--- src/rtl/pit_pkg.sv ---
`timescale 1ns/1ps
package pit_pkg;
  localparam int unsigned NUM_CH    = 3;
  localparam int unsigned BUS_W     = 8;
  localparam int unsigned CNT_W     = 2 * BUS_W;
  localparam int unsigned ADDR_W    = 2;
  localparam int unsigned DIGIT_N   = CNT_W / 4;
  localparam logic [ADDR_W-1:0] CTRL_ADDR = '1;

  // One BCD step: digits borrow from 0 to 9, rippling upward.
  function automatic logic [CNT_W-1:0] bcd_step(input logic [CNT_W-1:0] v);
    logic [CNT_W-1:0] r;
    logic             borrow;
    r      = v;
    borrow = 1'b1;
    for (int d = 0; d < int'(DIGIT_N); d++) begin
      if (borrow) begin
        if (v[4*d +: 4] == 4'd0) begin
          r[4*d +: 4] = 4'd9;
        end else begin
          r[4*d +: 4] = v[4*d +: 4] - 4'd1;
          borrow      = 1'b0;
        end
      end
    end
    return r;
  endfunction

  function automatic logic [CNT_W-1:0] count_step(input logic [CNT_W-1:0] v,
                                                  input logic             bcd);
    return bcd ? bcd_step(v) : (v - CNT_W'(1));
  endfunction
endpackage

--- src/rtl/pit_bus_decode.sv ---
`timescale 1ns/1ps
module pit_bus_decode
  import pit_pkg::*;
(
  input  logic              cs_n,
  input  logic              rd_n,
  input  logic              wr_n,
  input  logic [ADDR_W-1:0] addr,
  input  logic [ADDR_W-1:0] ctl_sel,
  output logic [NUM_CH-1:0] ch_wr,
  output logic [NUM_CH-1:0] ch_rd,
  output logic [NUM_CH-1:0] ctl_wr
);
  logic wr_ok;
  logic rd_ok;

  assign wr_ok = !cs_n && !wr_n && rd_n;
  assign rd_ok = !cs_n && !rd_n && wr_n;

  always_comb begin
    for (int i = 0; i < int'(NUM_CH); i++) begin
      ch_wr[i]  = wr_ok && (addr == ADDR_W'(i));
      ch_rd[i]  = rd_ok && (addr == ADDR_W'(i));
      ctl_wr[i] = wr_ok && (addr == CTRL_ADDR) && (ctl_sel == ADDR_W'(i));
    end
  end
endmodule

--- src/rtl/pit_channel.sv ---
`timescale 1ns/1ps
module pit_channel
  import pit_pkg::*;
(
  input  logic             clk,
  input  logic             rst_n,
  input  logic             cnt_tick,
  input  logic             cnt_gate,
  input  logic             wr_stb,
  input  logic             rd_stb,
  input  logic             ctl_stb,
  input  logic             ctl_bcd,
  input  logic [BUS_W-1:0] wdata,
  output logic [BUS_W-1:0] rd_byte,
  output logic             out_n,
  output logic [CNT_W-1:0] count_mon,
  output logic             load_ev
);
  logic [CNT_W-1:0] count_q;
  logic [CNT_W-1:0] start_q;
  logic [CNT_W-1:0] snap_q;
  logic [BUS_W-1:0] lo_stage_q;
  logic             bcd_q;
  logic             armed_q;
  logic             wr_hi_q;
  logic             rd_hi_q;
  logic             snap_vld_q;
  logic             step_ev;
  logic             tc_ev;
  logic [CNT_W-1:0] rd_src;

  // Named internal events
  assign load_ev = wr_stb && wr_hi_q;
  assign step_ev = cnt_tick && cnt_gate && armed_q && !load_ev;
  assign tc_ev   = step_ev && (count_q == CNT_W'(1));

  always_ff @(posedge clk) begin
    if (!rst_n) begin
      count_q    <= '0;
      start_q    <= '0;
      snap_q     <= '0;
      lo_stage_q <= '0;
      bcd_q      <= 1'b0;
      armed_q    <= 1'b0;
      wr_hi_q    <= 1'b0;
      rd_hi_q    <= 1'b0;
      snap_vld_q <= 1'b0;
      out_n      <= 1'b1;
    end else begin
      out_n <= !tc_ev;

      if (ctl_stb) begin
        bcd_q      <= ctl_bcd;
        wr_hi_q    <= 1'b0;
        rd_hi_q    <= 1'b0;
        snap_q     <= count_q;
        snap_vld_q <= 1'b1;
      end

      if (wr_stb) begin
        if (!wr_hi_q) begin
          lo_stage_q <= wdata;
          wr_hi_q    <= 1'b1;
        end else begin
          start_q <= {wdata, lo_stage_q};
          armed_q <= 1'b1;
          wr_hi_q <= 1'b0;
        end
      end

      if (rd_stb) begin
        rd_hi_q <= !rd_hi_q;
        if (rd_hi_q) snap_vld_q <= 1'b0;
      end

      if (load_ev) begin
        count_q <= {wdata, lo_stage_q};
      end else if (step_ev) begin
        count_q <= tc_ev ? start_q : count_step(count_q, bcd_q);
      end
    end
  end

  assign rd_src    = snap_vld_q ? snap_q : count_q;
  assign rd_byte   = rd_hi_q ? rd_src[CNT_W-1 -: BUS_W] : rd_src[BUS_W-1:0];
  assign count_mon = count_q;
endmodule

--- src/rtl/interval_timer3.sv ---
`timescale 1ns/1ps
module interval_timer3
  import pit_pkg::*;
(
  input  logic              clk,
  input  logic              rst_n,
  input  logic              cs_n,
  input  logic              rd_n,
  input  logic              wr_n,
  input  logic [ADDR_W-1:0] addr,
  input  logic [BUS_W-1:0]  wdata,
  output logic [BUS_W-1:0]  rdata,
  input  logic [NUM_CH-1:0] cnt_tick,
  input  logic [NUM_CH-1:0] cnt_gate,
  output logic [NUM_CH-1:0] out_n
);
  logic [NUM_CH-1:0]            ch_wr;
  logic [NUM_CH-1:0]            ch_rd;
  logic [NUM_CH-1:0]            ctl_wr;
  logic [NUM_CH-1:0][BUS_W-1:0] rd_byte;
  logic [NUM_CH-1:0][CNT_W-1:0] cnt_mon;
  logic [NUM_CH-1:0]            load_mon;

  pit_bus_decode u_decode (
    .cs_n    (cs_n),
    .rd_n    (rd_n),
    .wr_n    (wr_n),
    .addr    (addr),
    .ctl_sel (wdata[BUS_W-1 -: ADDR_W]),
    .ch_wr   (ch_wr),
    .ch_rd   (ch_rd),
    .ctl_wr  (ctl_wr)
  );

  for (genvar g = 0; g < int'(NUM_CH); g++) begin : g_chan
    pit_channel u_chan (
      .clk       (clk),
      .rst_n     (rst_n),
      .cnt_tick  (cnt_tick[g]),
      .cnt_gate  (cnt_gate[g]),
      .wr_stb    (ch_wr[g]),
      .rd_stb    (ch_rd[g]),
      .ctl_stb   (ctl_wr[g]),
      .ctl_bcd   (wdata[0]),
      .wdata     (wdata),
      .rd_byte   (rd_byte[g]),
      .out_n     (out_n[g]),
      .count_mon (cnt_mon[g]),
      .load_ev   (load_mon[g])
    );
  end

  always_comb begin
    rdata = '0;
    for (int i = 0; i < int'(NUM_CH); i++) begin
      if (ch_rd[i]) rdata = rd_byte[i];
    end
  end
endmodule

--- config.mk ---
export PLATFORM = sky130hd
export DESIGN_NAME = interval_timer3
export DESIGN_NICKNAME = d
export VERILOG_FILES = /design/src/rtl/pit_pkg.sv /design/src/rtl/pit_bus_decode.sv /design/src/rtl/pit_channel.sv /design/src/rtl/interval_timer3.sv
export SDC_FILE = /design/constraint.sdc
export NUM_CORES = 1
export LEC_CHECK = 0
export BUFFER_PORTS_ARGS = -buffer_cell sky130_fd_sc_hd__buf_2
export CAP_MARGIN = 20
export CELL_PAD_IN_SITES_DETAIL_PLACEMENT = 1
export CELL_PAD_IN_SITES_GLOBAL_PLACEMENT = 1
export CORE_UTILIZATION = 40
export CTS_CLUSTER_DIAMETER = 40
export CTS_CLUSTER_SIZE = 40
export DETAILED_ROUTE_END_ITERATION = 10
export PLACE_DENSITY = 0.74
export SYNTH_ARGS = -nofsm -noshare
export SYNTH_HDL_FRONTEND = slang
export SYNTH_HIERARCHICAL = 1
export SYNTH_SLANG_ARGS = --single-unit
--- constraint.sdc ---
create_clock -name clk -period 2.7 [get_ports clk]
set_input_delay 0.135 -clock clk [delete_from_list [all_inputs] [get_ports clk]]
set_output_delay 0.135 -clock clk [all_outputs]
set_load 0.02 [all_outputs]
==> impl_metrics.toml, run 1 <==
[run_status]
status = "completed"

[route]
routedWlPerCell_um = 20.8
drt-pass1-iter-count = 5
drt-total-wl_um = 31700
vias = 9021
vias_per_cell = 5.93
drc_errors = 0
drtAntennaViolNets = 0
drt_iter0_drc = 746

[placed_design]
dp_cells = 1491
numPortBuffers = 31
gp_congestion = 0.883
dp_hpwl_um = 21700

[logic_synthesis]
yosysSeqAreaShare_pct = 37.1
ys_ff_latch = 186
synth_area_per_cell_um2 = 8.52
syn_nets = 1208
yosys_warnings = 6
async_flop_share_pct = 0
synth_area_mm2 = 0.0100
synth_edf_count = 0
ys_types = 89
synth_flop_cell = "dfxtp_1"
postSynthCellCount = 1178

[clock_network]
cts.sinks = 186
cts_tree = "done"
htree_levels = 4
cts_buffer_depth = 2
clkTransAtPathRegs_ns = 0.07
hold_buffers = 0
cts_resized = 0
post_cts_buffers = 0
numCtsBuffers = 17
clockRootBuffer = "clkbuf_16"
clkLatencyLatePin_ns = 0.45

[sta]
tns_ns = 0
finalCritPeriodShare_pct = 92.7
fmax_ghz = 0.400
hold_viol = 0
fin_skew_ns = 0.0116
tightest_slew_ns = 0.962
relSlewSlack_pct = 35.8
rsz0062_at_grt = "false"
finalMaxSlewViolations = 0
period_needed_ns = 2.50
setup_viol = 0

[setup_path]
crit_fanout = 14
crit_required_ns = 3.06
end_kind = "register"
r2r_start = "g_chan[0].u_chan/count_mon[10]$_SDFFE_PN0P_"
critical_path_arrival_ns = 2.86
reg2reg_setup_slack_ns = 0.20
start_kind = "register"
r2r_cells = 6
timing.rr.end = "g_chan[0].u_chan/count_mon[10]$_SDFFE_PN0P_"
crit_path_top_delay_cell = "nor4_4"
crit_path_start = "g_chan[0].u_chan/count_mon[10]$_SDFFE_PN0P_"
path_cells = "nor4_4 > and4_2 > nand2_2 > a21oi_4 > o21ai_0 > a31oi_1"
timing_worst_setup_path_type = "register to register"
cp_slowest_stage_delay_ns = 0.59

[floorplanning]
fp-row-count = 57
die_x_um = 160
core_mm2 = 0.0245
die_h_um = 160
start_util_pct = 41.0
io_pins = 32
dieArea_mm2 = 0.0257

[global_route]
antenna_found_initial = 0
grt_max_degree = 55
grt_pass1_wl_um = 51000
grt_overflow_total = 0
track_usage_pct = 25.3
first_global_vias = 9022

[min_path]
hold_start = "wdata[6]"
min_to = "g_chan[0].u_chan/start_q[14]$_SDFFE_PN0P_"
hold_depth = 3
min-delay-path-class = "primary input to register"

[finish]
drive_gt1_share_pct = 17.1
antenna_cells = 0
stdcell_count = 1522
area_growth_pct = 11.3
fin_nets = 1216

[pwr]
power.density_mw_per_mm2 = 496
p_leak_uw = 0.00408
ir_drop_uv = 354

[flow_run]
drv_cap = 0
worst max path at each step:
stage	to	slack (ns)	cells after the start
floorplan	g_chan[2].u_chan/bcd_q$_SDFFE_PN0P_	0.50	7
global placement	g_chan[0].u_chan/count_mon[12]$_SDFFE_PN0P_	0.29	10
detailed placement	g_chan[1].u_chan/count_mon[13]$_SDFFE_PN0P_	0.19	10
CTS	g_chan[0].u_chan/count_mon[10]$_SDFFE_PN0P_	0.24	6
global route	g_chan[0].u_chan/count_mon[10]$_SDFFE_PN0P_	0.12	6
finish	g_chan[0].u_chan/count_mon[10]$_SDFFE_PN0P_	0.20	6
state kept, by name (all words and copies together), names as in the netlist:
register                  flops
g_chan.u_chan/lo_stage_q     24
g_chan.u_chan/bcd_q           3
g_chan.u_chan/wr_hi_q         3
g_chan.u_chan/start_q        48
g_chan.u_chan/count_mon      48
g_chan.u_chan/armed_q         3
g_chan.u_chan/snap_vld_q      3
g_chan.u_chan/rd_hi_q         3
g_chan.u_chan/snap_q         48
g_chan.u_chan/out_n           3
logic make-up after synthesis:
group	count (synthesis)	synth area share (%)
simple gates	429	22.0
mux	83	11.5
buf+inv	122	5.63
xor+xnor	21	1.83
fa+ha+maj	9	1.12
compound gates	328	20.9
flops	186	37.1
where the power goes:
part	switching [uW]	leakage, uW	internal (uW)
registers	12.2	0.00150	2750
logic	142	0.00230	55.6
clock network	1140	0.000278	1430
Yosys cell counts (13+ instances only):
master,number,area [um^2]
nor2_1,95,357
inv_1,13,48.8
a31oi_1,29,181
dfxtp_1,186,3720
mux2i_1,53,531
o21ai_0,56,280
buf_1,22,82.6
nand2_1,190,713
nor3_1,21,105
o211ai_1,14,105
mux4_2,22,495
clkbuf_1,53,199
a21oi_1,139,696
layer usage:
layer	up-vias	GRT usage [%]	share of wire, %
met5	-	0	0
met4	0	8.18	1.9
met3	36	3.54	4.5
met2	211	40.7	47
met1	4528	34.9	47
li1	4246	-	-
placed cells by master, fill, tap and decap left out, drive strengths merged, types with 8 or more instances in the layout:
cell      n
a31oi    29
inv      17
a21oi   144
o21ai    59
mux2i    53
ha        9
nand2b   11
o211ai   14
buf      93
xor2     12
nor2b    12
and2     10
o31ai     8
nor4     17
nor2     96
nand2   193
nand3b   11
nor3     23
clkbuf   21
mux4     24
xnor2     9
nand3    13
dfxtp   186
critical path: cells and delay by family (launching register included):
kind	cells	cell delay [ns]
AND/OR/NAND/NOR	3	1.24
AO/OA/AOI/OAI	3	0.74
flip-flops	1	0.41
metrics by stage:
step	util (%)	hold slack, ns	setup slack [ns]	cell area (um^2)	total power (uW)
2_1_floorplan	-	0.271	0.500	10000	2930
3_3_place_gp	43.3	0.440	0.294	10600	3020
3_5_place_dp	43.3	0.446	0.191	10600	3020
4_1_cts	45.7	0.0462	0.242	11200	5600
5_1_grt	45.7	0.0650	0.123	11200	5720
6_report	45.7	0.0671	0.198	11200	5540
area by class of cell:
class                           count  area (um^2)
Clock buffer                       21          470
Clock inverter                     10          118
Fill cell                        2897        13300
Inverter                           18         67.6
Multi-Input combinational cell    870         5770
Sequential cell                   186         3720
Tap cell                          324          405
Timing Repair Buffer               93          621
Power figures use the tool's default switching activity.
==> inputs of run 2 (changes only) <==
--- a/config.mk
+++ b/config.mk
@@ -5,7 +5,7 @@
 export SDC_FILE = /design/constraint.sdc
 export NUM_CORES = 1
 export LEC_CHECK = 0
-export BUFFER_PORTS_ARGS = -buffer_cell sky130_fd_sc_hd__buf_2
+export BUFFER_PORTS_ARGS = -buffer_cell sky130_fd_sc_hd__buf_4
 export CAP_MARGIN = 20
 export CELL_PAD_IN_SITES_DETAIL_PLACEMENT = 1
 export CELL_PAD_IN_SITES_GLOBAL_PLACEMENT = 1
@@ -13,7 +13,8 @@
 export CTS_CLUSTER_DIAMETER = 40
 export CTS_CLUSTER_SIZE = 40
 export DETAILED_ROUTE_END_ITERATION = 10
-export PLACE_DENSITY = 0.74
+export MAX_ROUTING_LAYER = met4
+export PLACE_DENSITY_LB_ADDON = 0.1
 export SYNTH_ARGS = -nofsm -noshare
 export SYNTH_HDL_FRONTEND = slang
 export SYNTH_HIERARCHICAL = 1
==> impl_metrics.toml, run 2 (synthesis gave the netlist of run 1 again) <==
[run_status]
status = "completed"

[clock_network]
clkTransAtPathRegs_ns = 0.07
cts_tree = "done"
post_cts_buffers = 0
cts_buffer_depth = 2
hold_buffers = 0
htree_levels = 4
clockRootBuffer = "clkbuf_16"
cts_resized = 0
cts.sinks = 186
numCtsBuffers = 17
clkLatencyLatePin_ns = 0.44

[sta]
hold_viol = 0
finalCritPeriodShare_pct = 88.3
tns_ns = 0
fmax_ghz = 0.420
rsz0062_at_grt = "false"
fin_skew_ns = 0.00777
period_needed_ns = 2.38
relSlewSlack_pct = 35.8
setup_viol = 0
tightest_slew_ns = 0.961
finalMaxSlewViolations = 0

[setup_path]
crit_required_ns = 2.57
start_kind = "register"
cp_slowest_stage_delay_ns = 0.68
end_kind = "primary output"
crit_family = "flip-flops"
crit_fanout = 10
path_cells = "mux4_2 > and2b_1 > a21oi_2 > buf_4"
timing_worst_setup_path_type = "register to primary output"
crit_path_top_delay_cell = "dfxtp_1"
critical_path_arrival_ns = 2.25
path_buf_inv = 1

[floorplanning]
core_mm2 = 0.0245
dieArea_mm2 = 0.0257
die_x_um = 160
start_util_pct = 41.0
io_pins = 32
fp-row-count = 57
die_h_um = 160

[flow_run]
drv_cap = 0

[route]
drt_iter0_drc = 671
drtAntennaViolNets = 0
routedWlPerCell_um = 20.8
vias = 8769
drc_errors = 0
vias_per_cell = 5.75
drt-pass1-iter-count = 5
drt-total-wl_um = 31700

[pwr]
clkPwrFrac_pct = 44.1
sw_frac_of_total_pct = 24.7
power.density_mw_per_mm2 = 474
p_int_uw = 4000
finalPower_uw = 5310
p_sw_uw = 1310
ir_drop_uv = 383
p_leak_uw = 0.00409
p_comb_share_pct = 3.9
sequentialPowerShare_pct = 52.0

[global_route]
antenna_found_initial = 0
grt_pass1_wl_um = 50700
grt_overflow_total = 0
track_usage_pct = 26.0
first_global_vias = 8767
grt_max_degree = 55

[finish]
most-common-layout-cells = "190 x nand2_1, 186 x dfxtp_1, 139 x a21oi_1"
n_fill_cell = 2892
drive_gt1_share_pct = 17.3
layout_commonest_cell = "nand2_1"
area_growth_pct = 11.7
antenna_cells = 0
fin_nets = 1217

[placed_design]
numPortBuffers = 31
gp_congestion = 0.855
dp_hpwl_um = 22100

[min_path]
min-delay-path-class = "primary input to register"
## run 2: stage by stage
step	cells	setup WS, ns	util, %	hold slack [ns]	instance area (um^2)
3_5_place_dp	1492	0.180	43.7	0.445	10700
6_report	1524	0.317	45.8	0.0397	11200
4_1_cts	1524	0.259	45.8	0.0282	11200
3_3_place_gp	1492	0.279	43.7	0.439	10700
2_1_floorplan	1178	0.500	-	0.271	10000
5_1_grt	1524	0.0799	45.8	0.0319	11200
## run 2: path summary, 6_finish.rpt
| kind | startpoint | endpoint | slack (ns) | depth (start not counted) |
|---|---|---|---|---|
| worst max-delay path | g_chan[2].u_chan/rd_hi_q$_SDFFE_PN0P_ | rdata[6] | 0.32 | 4 |
| worst min-delay path | rst_n | g_chan[1].u_chan/out_n$_SDFF_PN1_ | 0.04 | 2 |
| worst max register to register | g_chan[0].u_chan/count_mon[0]$_SDFFE_PN0P_ | g_chan[0].u_chan/count_mon[1]$_SDFFE_PN0P_ | 0.33 | 8 |
| worst min register to register | g_chan[0].u_chan/start_q[7]$_SDFFE_PN0P_ | g_chan[0].u_chan/start_q[7]$_SDFFE_PN0P_ | 0.45 | 2 |
## run 2: cell type report
| type | count | area, um^2 | share of cell area (%) |
|---|---|---|---|
| flip-flops and latches | 186 | 3720 | 33.2 |
| clock buffers | 18 | 429 | 3.83 |
| inverters | 18 | 67.6 | 0.602 |
| multi-input cells | 870 | 5770 | 51.5 |
| well taps | 324 | 405 | 3.61 |
| clock inverters | 14 | 100 | 0.893 |
| repair buffers | 94 | 718 | 6.40 |
## run 2: worst register-to-register path, delay by kind of cell, from the launching register on
family	cells	cell delay [ns]
simple gates	3	0.74
flops	1	0.53
fa+ha+maj	1	0.23
compound gates	3	0.46
buf+inv	1	0.27
## run 2: power groups by stage
stage | clock [uW] | combinational (uW) | sequential, uW
after detailed placement | 0 | 208 | 2830
final | 2340 | 207 | 2760
after global placement | 0 | 207 | 2830
after global routing | 2510 | 223 | 2760
after floorplan | 0 | 111 | 2820
after CTS | 2410 | 209 | 2760
## run 2: metal layers
metal	track usage [%]	share of wire, %	up-vias	routed length (um)
met1	35.4	49	4320	15500
li1	-	-	4246	-
met2	40.4	46	174	14600
met5	-	0	-	0
met3	3.23	3.4	29	1090
met4	7.27	1.7	0	531
==> inputs of run 3 (changes only) <==
--- a/config.mk
+++ b/config.mk
@@ -17,5 +17,4 @@
 export PLACE_DENSITY_LB_ADDON = 0.1
 export SYNTH_ARGS = -nofsm -noshare
 export SYNTH_HDL_FRONTEND = slang
-export SYNTH_HIERARCHICAL = 1
 export SYNTH_SLANG_ARGS = --single-unit
==> impl_metrics.toml, run 3 <==
[sta]
fin_skew_ns = 0.0127
period_needed_ns = 2.58
hold_viol = 0
hold_slack_ns = 0.0502
finalCritPeriodShare_pct = 95.5
tightest_slew_ns = 0.835
setup_viol = 0
rsz0062_at_grt = "false"
finalMaxSlewViolations = 0
timing.final.ws_setup_ns = 0.123
fmax_ghz = 0.388
relSlewSlack_pct = 44.3

[route]
vias = 8885
drc_errors = 0
drt_iter0_drc = 540
vias_per_cell = 5.80
routedWlPerCell_um = 20.7
drtAntennaViolNets = 0
drt-total-wl_um = 31700
drt-pass1-iter-count = 7

[logic_synthesis]
yosys_warnings = 0
synth_simple_gate_area_share_pct = 20.0
synth_xor_area_share_pct = 1.81
synth_edf_count = 0
synth_top_family_by_area = "simple AND/OR/NAND/NOR gates"
synthMuxAreaShare_pct = 13.4
yosys.area.top_type_share_pct = 38.5
async_flop_share_pct = 0
postSynthCellCount = 1165
synth_area_mm2 = 0.00966
synthAdderAreaFrac_pct = 1.17
yosysSeqAreaShare_pct = 38.5
synth_area_leaders = "dfxtp_1 39%, mux2i_1 7.5%, nand2_1 7.1%"
ys_types = 67
synth_flop_cell = "dfxtp_1"
syn_nets = 1195
yosys.area.top_type = "dfxtp_1"
synthTopCellsByCount = "186 x dfxtp_1, 183 x nand2_1, 121 x nor2_1"
ys_ff_latch = 186
synth_area_per_cell_um2 = 8.29
yosysMostFrequentCell = "dfxtp_1"
synth_compound_gate_area_share_pct = 19.9

[setup_path]
crit_fanout = 7
start_kind = "register"
reg2reg_setup_slack_ns = 0.12
timing.rr.end = "g_chan[2].u_chan.count_mon[10]$_SDFFE_PN0P_"
critical_path_arrival_ns = 2.91
r2r_cells = 8
crit_required_ns = 3.03
end_kind = "register"
r2r_start = "g_chan[2].u_chan.count_mon[1]$_SDFFE_PN0P_"
timing_worst_setup_path_type = "register to register"

[placed_design]
place_area_mm2 = 0.0106
pre_cts_slack_ns = -0.0222
numPortBuffers = 31
dp_hpwl_um = 21800
gp_congestion = 0.832

[finish]
drive_gt1_share_pct = 16.6
n_fill_cell = 2821
layout_commonest_cell = "dfxtp_1"
antenna_cells = 0
design_area_mm2 = 0.0112
area_growth_pct = 15.7
most-common-layout-cells = "186 x dfxtp_1, 183 x nand2_1, 121 x nor2_1"
fin_nets = 1229

[pwr]
clkPwrFrac_pct = 44.9
p_int_uw = 4030
sw_frac_of_total_pct = 25.5
p_sw_uw = 1380
p_leak_uw = 0.00421
p_comb_share_pct = 4.0
power.density_mw_per_mm2 = 483
finalPower_uw = 5400
sequentialPowerShare_pct = 51.1
ir_drop_uv = 353

[global_route]
grt_pass1_wl_um = 50300
grt_overflow_total = 0
met2_usage_pct = 43.0
antenna_found_initial = 0
grt_max_degree = 54
first_global_vias = 8741
met3_usage_pct = 3.83
busiest_layer = "met2"
track_usage_pct = 27.5
met1_usage_pct = 37.2

[min_path]
min-delay-path-class = "primary input to register"
min_to = "g_chan[1].u_chan.start_q[13]$_SDFFE_PN0P_"
hold_depth = 3
hold_start = "wdata[5]"

[clock_network]
hold_buffers = 0
clkTransAtPathRegs_ns = 0.07
clkLatencyLatePin_ns = 0.44
clockRootBuffer = "clkbuf_16"
cts.sinks = 186
cts_buffer_depth = 2
numCtsBuffers = 17
htree_levels = 4
cts_tree = "done"
post_cts_buffers = 0

[floorplanning]
dieArea_mm2 = 0.0248
fp-row-count = 56
die_h_um = 157
start_util_pct = 40.9
core_mm2 = 0.0236
io_pins = 32
die_x_um = 157

[run_status]
status = "completed"

[flow_run]
drv_cap = 0
-- run 3: layer usage --
metal | share of wire (%) | wire length (um)
met1 | 48 | 15400
met2 | 46 | 14700
met3 | 3.8 | 1190
met4 | 1.4 | 440
met5 | 0 | 0
-- run 3: power groups by stage --
stage	logic, uW	clock network, uW	registers (uW)
2_1_floorplan	121	0	2820
3_3_place_gp	214	0	2820
3_5_place_dp	216	0	2820
4_1_cts	217	2480	2760
5_1_grt	230	2600	2760
6_report	214	2430	2760
-- run 3: logic make-up (layout without fill, tap and decap cells) --
group	after synthesis	in the layout
buffers and inverters	120	166
DFF	186	186
AOI/OAI and AO/OA	301	301
muxes	99	99
adders and majority gates	9	9
and+or+nand+nor	430	431
xor gates and xnor gates	20	20
-- run 3: worst max-delay path, stage by stage, from the launching register on --
cell and delay, ns:
dfxtp_1 0.33, inv_1 0.07, ha_1 0.13, or4b_4 0.46, or4_4 0.57, or3_4 0.47
o21ai_1 0.15, a21oi_1 0.06, o221a_2 0.24
-- run 3: worst max path at each step --
stage	from	to	slack (ns)	depth (start not counted)
after floorplan	g_chan[2].u_chan.count_mon[1]$_SDFFE_PN0P_	g_chan[2].u_chan.count_mon[9]$_SDFFE_PN0P_	0.05	9
after global placement	g_chan[2].u_chan.count_mon[1]$_SDFFE_PN0P_	g_chan[2].u_chan.count_mon[10]$_SDFFE_PN0P_	0.004	8
after detailed placement	g_chan[2].u_chan.count_mon[1]$_SDFFE_PN0P_	g_chan[2].u_chan.count_mon[10]$_SDFFE_PN0P_	-0.02	8
after CTS	g_chan[2].u_chan.count_mon[1]$_SDFFE_PN0P_	g_chan[2].u_chan.count_mon[10]$_SDFFE_PN0P_	0.005	8
after global routing	g_chan[2].u_chan.count_mon[4]$_SDFFE_PN0P_	g_chan[2].u_chan.count_mon[9]$_SDFFE_PN0P_	0.002	7
final	g_chan[2].u_chan.count_mon[1]$_SDFFE_PN0P_	g_chan[2].u_chan.count_mon[10]$_SDFFE_PN0P_	0.12	8
-- run 3: final cells by class --
| cell class | instances | area (um^2) | share of cell area [%] |
|---|---|---|---|
| Clock buffer | 19 | 433 | 3.87 |
| Clock inverter | 13 | 110 | 0.985 |
| Tap cell | 319 | 399 | 3.57 |
| Inverter | 10 | 40.0 | 0.358 |
| Timing Repair Buffer | 124 | 968 | 8.66 |
| Multi-Input combinational cell | 860 | 5500 | 49.2 |
| Sequential cell | 186 | 3720 | 33.3 |
-- run 3: timing repair --
action / CTS / global route
gates resized for setup: 0 / 6
setup endpoints to repair: 3 / 16
pin swaps: 1 / 5
gates cloned: 1 / 0
-- run 3: per-stage QoR --
step / utilization (%) / cells / setup TNS [ns]
3_5_place_dp: 44.8 / 1497 / -0.0338
6_report: 47.3 / 1531 / 0
4_1_cts: 47.2 / 1530 / 0
2_1_floorplan: - / 1165 / 0
3_3_place_gp: 44.8 / 1497 / 0
5_1_grt: 47.3 / 1531 / 0
